===== src/rtl/fbg_pkg.sv =====
package fbg_pkg;

    // Register select encoding shared by read and write paths.
    typedef enum logic [1:0] {
        SEL_DIV_LO = 2'd0,
        SEL_DIV_HI = 2'd1,
        SEL_FRAC   = 2'd2,
        SEL_NONE   = 2'd3
    } reg_sel_e;

    // Divider control states.
    typedef enum logic [0:0] {
        DIV_RELOAD = 1'b0,
        DIV_RUN    = 1'b1
    } div_state_e;

    localparam logic [7:0] RST_DIV_LO = 8'h01;
    localparam logic [7:0] RST_DIV_HI = 8'h00;
    localparam logic [3:0] RST_ADD    = 4'h0;
    localparam logic [3:0] RST_MUL    = 4'h1;

endpackage


===== src/rtl/fbg_regs.sv =====
module fbg_regs
    import fbg_pkg::*;
#(
    parameter int DATA_W  = 8,
    parameter int FIELD_W = 4
) (
    input  logic               clk,
    input  logic               rst_n,
    input  logic               wr_en,
    input  logic [1:0]         wr_sel,
    input  logic [DATA_W-1:0]  wr_data,
    input  logic [1:0]         rd_sel,
    output logic [DATA_W-1:0]  rd_data,
    output logic [DATA_W-1:0]  div_lo,
    output logic [DATA_W-1:0]  div_hi,
    output logic [FIELD_W-1:0] add_val,
    output logic [FIELD_W-1:0] mul_val,
    output logic               cfg_wr
);

    reg_sel_e wsel;
    reg_sel_e rsel;

    assign wsel   = reg_sel_e'(wr_sel);
    assign rsel   = reg_sel_e'(rd_sel);
    assign cfg_wr = wr_en && (wsel != SEL_NONE);

    always_ff @(posedge clk) begin
        if (!rst_n) begin
            div_lo  <= DATA_W'(RST_DIV_LO);
            div_hi  <= DATA_W'(RST_DIV_HI);
            add_val <= FIELD_W'(RST_ADD);
            mul_val <= FIELD_W'(RST_MUL);
        end else if (wr_en) begin
            unique case (wsel)
                SEL_DIV_LO: div_lo <= wr_data;
                SEL_DIV_HI: div_hi <= wr_data;
                SEL_FRAC: begin
                    add_val <= wr_data[FIELD_W-1:0];
                    mul_val <= wr_data[2*FIELD_W-1:FIELD_W];
                end
                SEL_NONE: ;
            endcase
        end
    end

    always_comb begin
        unique case (rsel)
            SEL_DIV_LO: rd_data = div_lo;
            SEL_DIV_HI: rd_data = div_hi;
            SEL_FRAC:   rd_data = {mul_val, add_val};
            SEL_NONE:   rd_data = '0;
        endcase
    end

endmodule


===== src/rtl/fbg_prescaler.sv =====
module fbg_prescaler #(
    parameter int FIELD_W = 4,
    localparam int ACC_W  = FIELD_W + 2
) (
    input  logic               clk,
    input  logic               rst_n,
    input  logic               clear,
    input  logic [FIELD_W-1:0] mul_raw,
    input  logic [FIELD_W-1:0] add_val,
    output logic               en,
    output logic [ACC_W-1:0]   acc_level,
    output logic [ACC_W-1:0]   acc_mod,
    output logic [FIELD_W-1:0] mul_eff
);

    logic [ACC_W-1:0] acc_q;
    logic [ACC_W-1:0] sum;

    // A zero multiplier is treated as one so the accumulator always advances.
    assign mul_eff   = (mul_raw == '0) ? FIELD_W'(1) : mul_raw;
    assign acc_mod   = ACC_W'(mul_eff) + ACC_W'(add_val);
    assign sum       = acc_q + ACC_W'(mul_eff);
    assign acc_level = acc_q;

    always_ff @(posedge clk) begin
        if (!rst_n || clear) begin
            acc_q <= '0;
            en    <= 1'b0;
        end else if (sum >= acc_mod) begin
            acc_q <= sum - acc_mod;
            en    <= 1'b1;
        end else begin
            acc_q <= sum;
            en    <= 1'b0;
        end
    end

endmodule


===== src/rtl/fbg_divider.sv =====
module fbg_divider
    import fbg_pkg::*;
#(
    parameter int DIV_W = 16
) (
    input  logic             clk,
    input  logic             rst_n,
    input  logic             reload,
    input  logic             en,
    input  logic [DIV_W-1:0] div_raw,
    output logic             tick,
    output logic [DIV_W-1:0] cnt_val,
    output logic             div_run,
    output logic [DIV_W-1:0] div_eff
);

    div_state_e       state;
    logic [DIV_W-1:0] cnt_q;

    // A zero divisor is treated as one.
    assign div_eff = (div_raw == '0) ? DIV_W'(1) : div_raw;
    assign cnt_val = cnt_q;
    assign div_run = (state == DIV_RUN);

    // State register.
    always_ff @(posedge clk) begin
        if (!rst_n || reload) begin
            state <= DIV_RELOAD;
        end else begin
            unique case (state)
                DIV_RELOAD: state <= DIV_RUN;
                DIV_RUN:    state <= DIV_RUN;
            endcase
        end
    end

    // Counter and tick.
    always_ff @(posedge clk) begin
        if (!rst_n) begin
            cnt_q <= '0;
            tick  <= 1'b0;
        end else if (reload) begin
            tick  <= 1'b0;
        end else begin
            unique case (state)
                DIV_RELOAD: begin
                    cnt_q <= div_eff;
                    tick  <= 1'b0;
                end
                DIV_RUN: begin
                    tick <= 1'b0;
                    if (en) begin
                        if (cnt_q <= DIV_W'(1)) begin
                            tick  <= 1'b1;
                            cnt_q <= div_eff;
                        end else begin
                            cnt_q <= cnt_q - DIV_W'(1);
                        end
                    end
                end
            endcase
        end
    end

endmodule


===== src/rtl/frac_baud_gen.sv =====
module frac_baud_gen
    import fbg_pkg::*;
#(
    parameter int DATA_W  = 8,
    parameter int FIELD_W = DATA_W / 2,
    localparam int DIV_W  = 2 * DATA_W,
    localparam int ACC_W  = FIELD_W + 2
) (
    input  logic              clk,
    input  logic              rst_n,
    input  logic              wr_en,
    input  logic [1:0]        wr_sel,
    input  logic [DATA_W-1:0] wr_data,
    input  logic [1:0]        rd_sel,
    output logic [DATA_W-1:0] rd_data,
    output logic              baud_tick
);

    logic [DATA_W-1:0]  div_lo;
    logic [DATA_W-1:0]  div_hi;
    logic [FIELD_W-1:0] add_val;
    logic [FIELD_W-1:0] mul_val;
    logic [FIELD_W-1:0] mul_eff;
    logic               cfg_wr;
    logic               presc_en;
    logic [ACC_W-1:0]   acc_level;
    logic [ACC_W-1:0]   acc_mod;
    logic [DIV_W-1:0]   cnt_val;
    logic [DIV_W-1:0]   div_eff;
    logic               div_run;

    fbg_regs #(.DATA_W(DATA_W), .FIELD_W(FIELD_W)) u_regs (
        .clk     (clk),
        .rst_n   (rst_n),
        .wr_en   (wr_en),
        .wr_sel  (wr_sel),
        .wr_data (wr_data),
        .rd_sel  (rd_sel),
        .rd_data (rd_data),
        .div_lo  (div_lo),
        .div_hi  (div_hi),
        .add_val (add_val),
        .mul_val (mul_val),
        .cfg_wr  (cfg_wr)
    );

    fbg_prescaler #(.FIELD_W(FIELD_W)) u_presc (
        .clk       (clk),
        .rst_n     (rst_n),
        .clear     (cfg_wr),
        .mul_raw   (mul_val),
        .add_val   (add_val),
        .en        (presc_en),
        .acc_level (acc_level),
        .acc_mod   (acc_mod),
        .mul_eff   (mul_eff)
    );

    fbg_divider #(.DIV_W(DIV_W)) u_div (
        .clk     (clk),
        .rst_n   (rst_n),
        .reload  (cfg_wr),
        .en      (presc_en),
        .div_raw ({div_hi, div_lo}),
        .tick    (baud_tick),
        .cnt_val (cnt_val),
        .div_run (div_run),
        .div_eff (div_eff)
    );

endmodule


===== config.mk =====
export PLATFORM = sky130hd
export DESIGN_NAME = frac_baud_gen
export DESIGN_NICKNAME = d
export VERILOG_FILES = /design/src/rtl/fbg_pkg.sv /design/src/rtl/fbg_regs.sv /design/src/rtl/fbg_prescaler.sv /design/src/rtl/fbg_divider.sv /design/src/rtl/frac_baud_gen.sv
export SDC_FILE = /design/constraint.sdc
export NUM_CORES = 1
export LEC_CHECK = 0
export CAP_MARGIN = 20
export CORE_UTILIZATION = 60
export CTS_BUF_LIST = sky130_fd_sc_hd__clkbuf_8
export CTS_CLUSTER_DIAMETER = 50
export DETAILED_ROUTE_END_ITERATION = 8
export HOLD_SLACK_MARGIN = 0.05
export PLACE_DENSITY = 0.87
export SYNTH_ARGS = -nofsm -noshare
export SYNTH_HDL_FRONTEND = slang
export SYNTH_SLANG_ARGS = --single-unit

===== constraint.sdc =====
create_clock -name clk -period 9.8 [get_ports clk]
set_clock_uncertainty 0.1 [all_clocks]
set_input_delay 1.47 -clock clk [delete_from_list [all_inputs] [get_ports clk]]
set_output_delay 1.47 -clock clk [all_outputs]
set_load 0.1 [all_outputs]

==> results of run 1 <==
-- registers in the layout (all words and copies together), names as in the netlist --
register	flops
u_regs.div_lo	8
u_presc.acc_level	6
u_div.tick	1
u_regs.div_hi	8
u_presc.en	1
u_div.cnt_val	16
u_regs.mul_val	4
u_div.div_run	1
u_regs.add_val	4
-- logic make-up after synthesis --
logic type / after synthesis / synth area share
adders and majority gates: 17 / 0.0729
and+or+nand+nor: 136 / 0.236
xor gates and xnor gates: 12 / 0.0356
muxes: 36 / 0.122
buffers and inverters: 30 / 0.0415
AOI/OAI and AO/OA: 70 / 0.160
DFF: 49 / 0.332
-- worst register-to-register path: cells and delay by family (launching register included) --
family                     cells  cell delay (ns)
adders and majority gates      3             0.75
and+or+nand+nor                4             1.28
muxes                          1             0.29
buffers and inverters          1             0.07
DFF                            1             0.59
xor gates and xnor gates       1             0.24
AOI/OAI and AO/OA              3             0.66
-- through the flow --
stage | hold WS (ns) | total power, uW | setup slack, ns | utilization
2_1_floorplan | 0.320 | 488 | 4.13 | -
3_3_place_gp | 0.331 | 545 | 4.33 | 0.679
3_5_place_dp | 0.343 | 556 | 4.18 | 0.679
4_1_cts | 0.355 | 687 | 4.17 | 0.700
5_1_grt | 0.384 | 737 | 4.05 | 0.700
6_report | 0.351 | 694 | 4.15 | 0.700
-- power breakdown --
part	internal, uW	leakage [uW]	switching (uW)
Sequential	222	0.000400	22.1
Combinational	126	0.000893	191
Clock	53.6	0.0000506	80.0
-- synthesized netlist by cell type (all sizes together) (4+ instances only) --
cell     n
a21oi   16
buf      4
clkbuf  15
dfxtp   49
ha      14
inv      9
mux2i   36
nand2   33
nand2b   5
nand3   10
nand3b   4
nand4    6
nor2    34
nor2b    4
nor3     7
nor4    10
o211ai   4
o21ai   17
o22ai    4
or4      7
xnor2    4
xor2     8
-- final cells by class --
class / count / area [um2] / share of cell area
repair buffers: 26 / 253 / 0.0764
well taps: 67 / 83.8 / 0.0253
inverters: 11 / 41.3 / 0.0125
clock inverters: 3 / 28.8 / 0.00870
clock buffers: 5 / 68.8 / 0.0208
multi-input cells: 271 / 1850 / 0.560
flip-flops and latches: 49 / 981 / 0.297
-- path summary, 6_finish.rpt --
| kind | endpoint | slack (ns) | cells past startpoint |
|---|---|---|---|
| max | rd_data[4] | 4.15 | 5 |
| min | u_div.tick$_SDFF_PN0_ | 0.35 | 2 |
| max reg2reg | u_presc.acc_level[2]$_SDFF_PN0_ | 5.77 | 13 |
| min reg2reg | u_div.tick$_SDFF_PN0_ | 0.35 | 2 |
-- cells in the final DEF, fill, tap and decap left out, types with 5 or more instances in the layout --
cell / n
clkdlybuf4s50_1: 23
nand2_1: 33
nand4_1: 6
nor2_1: 34
nand3_1: 10
mux2i_1: 36
xor2_1: 8
nor4_1: 10
inv_1: 9
nor3_1: 7
or4_1: 6
ha_1: 14
clkbuf_8: 5
a21oi_1: 16
o21ai_0: 15
dfxtp_1: 49
nand2b_1: 5
-- routing by layer --
metal | share of wire | vias to the layer above | global-route usage
met2 | 0.47 | 142 | 0.492
met4 | 0.031 | 0 | 0.139
met5 | 0 | - | 0
li1 | - | 1320 | -
met1 | 0.42 | 1296 | 0.399
met3 | 0.082 | 27 | 0.0806
==> results.toml, run 1 <==
[placed_design]
place_congestion = 0.886
portBuffers = 23
place.detailed.hpwl_um = 5420
dp_cells = 424
place_area_um2 = 3210

[route]
viasPerCell = 6.45
dr_total_vias = 2785
drt_iter0_markers = 288
wl_per_cell_um = 17.7
finalWirelength_um = 7640
detail-route-antenna-nets = 0
first_pass_iters = 5
drc = 0

[yosys]
ys.warnings.count = 0
avgSynthCellArea_um2 = 8.44
ys.flop_type = "dfxtp_1"
syn_inst = 350
yosysSeqAreaShare = 0.332
synth_cell_types = 57
synth_area_leaders = "dfxtp_1, mux2i_1, ha_1, nor2_1, nand2_1"
ys_ff_latch = 49
async_flop_share = 0
synthesis.nets = 380
synth_top_area_frac = 0.332
yosysTopAreaCell = "dfxtp_1"
syn_area_um2 = 2950
synth_edf_count = 0

[final_layout]
syn2layout_area_growth_pct = 11.9
postLayoutCellArea_um2 = 3310
fin_cells = 432
fillCellCount = 357
antenna_cells = 0
drive_gt1_frac = 0.0466
nNetsFinal = 394

[floorplan]
initial_core_util = 0.625
die_height_um = 72.2
io_pins = 24
fp.dieW_um = 72.2
num_rows = 25
fp.coreArea_um2 = 4720
die_area_um2 = 5210

[global_route]
track_usage = 0.311
grt-ovfl-total = 0
grt_pass1_vias = 2638
antenna_found_initial = 0
grt_max_degree = 27
grt_pass1_wl_um = 12700

[sta]
fin_setup_tns_ns = 0
max_slew.worst_pin.slew_ns = 0.999
grt_setup_unrepaired = "false"
finalCriticalPeriod_ns = 5.65
fin_crit_sh = 0.577
finalHoldViolCount = 0
finalMaxSlewViolations = 0
setup_violations = 0
maxSlewHeadroom = 0.329
max_freq_mhz = 177

[setup_path]
worst_setup_path_start_kind = "input pin"
path_max_fanout = 9
critPathBufInv = 2
critPathLaunch = "rd_sel[0]"
path_class = "in2out"
end_kind = "primary output"
worstPathRequired_ns = 8.23
cp_common_cell = "clkdlybuf4s50_1"
crit_slowest_cell = "clkdlybuf4s50_1"
crit_chain = "clkdlybuf4s50_1 > nor2b_1 > nand2_1 > o21ai_0 > clkdlybuf4s50_1"
reg2reg_from = "u_regs.mul_val[1]$_SDFFE_PN0P_"
arrival_ns = 4.08
max_stage_delay_ns = 1.19
critPathTopFamily = "buffers and inverters"

[power_and_ir_drop]
irDropWorstVdd_uv = 195
p_per_area_nw_per_um2 = 210
p_leak_uw = 0.00134

[clock_network]
ctsHoldBuffers = 0
clk_pin_slew_worst_paths_ns = 0.10
worstSkewPairLatency_ns = 0.32
cts_tree = "built"
cts-resized-gates = 0
cts_buffers = 5
clock_path_buffers = 2
htreeDepth = 2
cts_setup_buffers = 0
clock_sink_count = 49
clock-root-buffer = "clkbuf_8"

[hold_path]
min-delay-start = "u_presc.en$_SDFF_PN0_"
hp-class = "reg2reg"

[outcome]
status = "finished clean"

[job]
maxCapViolations = 0
No activity file was read; power rests on OpenSTA's default activity.
==> inputs of run 2 (changes only) <==
- clock period: 9.8 -> 5.5 ns (I/O delays scaled with it)
==> run 2 against run 1 <==
Power rose by 77%. Hold slack improved by 0.0015 ns. Final area fell by 0.15%. Via count fell by 0.11%. Sequential share of layout area barely moved. Register-to-register slack got worse by 4.2 ns. Routed wire length fell by 4.2%. Die area did not move. Worst setup slack got worse by 3.0 ns. Clock power rose by 75%. Core utilization fell by 0.11 points. Critical path type unchanged.
==> results.toml, run 2 (synthesis results as in run 1) <==
[final_layout]
antenna_cells = 0
largest_register_ff_count = 16
most-common-layout-cells = "dfxtp_1, mux2i_1, nor2_1"
nNetsFinal = 393
fin_cells = 431
fillCellCount = 342
final_common_cell = "dfxtp_1"
drive_gt1_frac = 0.0440
syn2layout_area_growth_pct = 11.8
final_util = 0.699

[placed_design]
place_congestion = 0.870
place.detailed.hpwl_um = 5160
portBuffers = 23
dp_cells = 423

[setup_path]
r2r_cells = 13
path_max_fanout = 9
arrival_ns = 3.42
worst_setup_path_start_kind = "input pin"
worstPathRequired_ns = 4.58
end_kind = "primary output"
rrSetupSlack_ns = 1.56
reg2reg_from = "u_regs.mul_val[1]$_SDFFE_PN0P_"
r2r_end = "u_presc.acc_level[3]$_SDFF_PN0_"
path_class = "in2out"

[sta]
max_freq_mhz = 230
finalMaxSlewViolations = 0
max_slew.worst_pin.slew_ns = 0.983
grt_setup_unrepaired = "false"
fin_setup_tns_ns = 0
setup_violations = 0
maxSlewHeadroom = 0.338
finalCriticalPeriod_ns = 4.35
finalHoldViolCount = 0
fin_crit_sh = 0.790
whs_ns = 0.352

[floorplan]
num_rows = 25
fp.dieW_um = 72.2
initial_core_util = 0.625
die_area_um2 = 5210
die_height_um = 72.2
io_pins = 24
fp.coreArea_um2 = 4720

[route]
finalWirelength_um = 7320
wl_per_cell_um = 17.0
detail-route-antenna-nets = 0
drt_iter0_markers = 247
viasPerCell = 6.45
first_pass_iters = 5
dr_total_vias = 2782
drc = 0

[clock_network]
ctsHoldBuffers = 0
htreeDepth = 2
cts_buffers = 5
clock_path_buffers = 2
cts_tree = "built"
clk_pin_slew_worst_paths_ns = 0.09
cts-resized-gates = 0
clock-root-buffer = "clkbuf_8"
cts_setup_buffers = 0
worstSkewPairLatency_ns = 0.31
clock_sink_count = 49

[global_route]
grt-ovfl-total = 0
track_usage = 0.294
grt_pass1_vias = 2488
grt_pass1_wl_um = 12000
antenna_found_initial = 0
grt_max_degree = 24

[power_and_ir_drop]
power_frac_comb = 0.453
irDropWorstVdd_uv = 363
p_per_area_nw_per_um2 = 372
seqPwrFrac = 0.355
power_uw = 1230
p_leak_uw = 0.00134
clkPwrFrac = 0.192
swShare = 0.413
p_switching_uw = 507
intPower_uw = 720

[hold_path]
min-delay-start = "u_presc.en$_SDFF_PN0_"
hp-class = "reg2reg"
holdPathEnd = "u_div.tick$_SDFF_PN0_"
worstHoldPathCells = 2

[outcome]
status = "finished clean"

[job]
maxCapViolations = 0
-- run 2: cell types whose count changed in the layout (fill, tap and decap cells not counted) --
cell and delta:
clkbuf_8 +1, buf_4 -1, inv_8 -1
-- run 2: cell type report --
type | count | area [um2] | area share
multi-input combinational | 271 | 1850 | 0.560
clock inverter | 2 | 17.5 | 0.00531
inverter | 11 | 41.3 | 0.0125
clock buffer | 6 | 82.6 | 0.0250
timing repair buffer | 25 | 245 | 0.0743
tap | 67 | 83.8 | 0.0254
sequential | 49 | 981 | 0.297
-- run 2: worst max-delay path by stage --
stage	from	end	slack, ns	depth (start not counted)
2_1_floorplan	rd_sel[0]	rd_data[0]	1.12	3
3_3_place_gp	rd_sel[0]	rd_data[5]	1.32	5
3_5_place_dp	rd_sel[0]	rd_data[4]	1.22	5
4_1_cts	rd_sel[0]	rd_data[4]	1.18	5
5_1_grt	rd_sel[0]	rd_data[4]	1.02	5
6_report	rd_sel[0]	rd_data[4]	1.15	5
-- run 2: per-stage QoR --
step / instance area, um2 / setup slack (ns)
after floorplan: 2950 / 1.12
after global placement: 3200 / 1.32
after detailed placement: 3200 / 1.22
after CTS: 3300 / 1.18
after global routing: 3300 / 1.02
final: 3300 / 1.15
-- run 2: critical path, cell delays in order --
cell and delay [ns]:
clkdlybuf4s50_1 0.67, nor2b_1 0.52, nand2_1 0.11, o21ai_0 0.11, clkdlybuf4s50_1 1.17
-- run 2: power by group through the flow --
stage	Sequential [uW]	Clock, uW	Combinational [uW]
2_1_floorplan	430	0	440
4_1_cts	434	235	545
6_report	435	235	556
3_3_place_gp	440	0	525
3_5_place_dp	442	0	541
5_1_grt	440	252	606
-- run 2: per-layer routing --
metal / vias to the layer above / GRT usage / part of all wire
met5: - / 0 / 0
li1: 1311 / - / -
met3: 22 / 0.0625 / 0.070
met4: 0 / 0.0806 / 0.019
met1: 1323 / 0.398 / 0.45
met2: 126 / 0.474 / 0.47
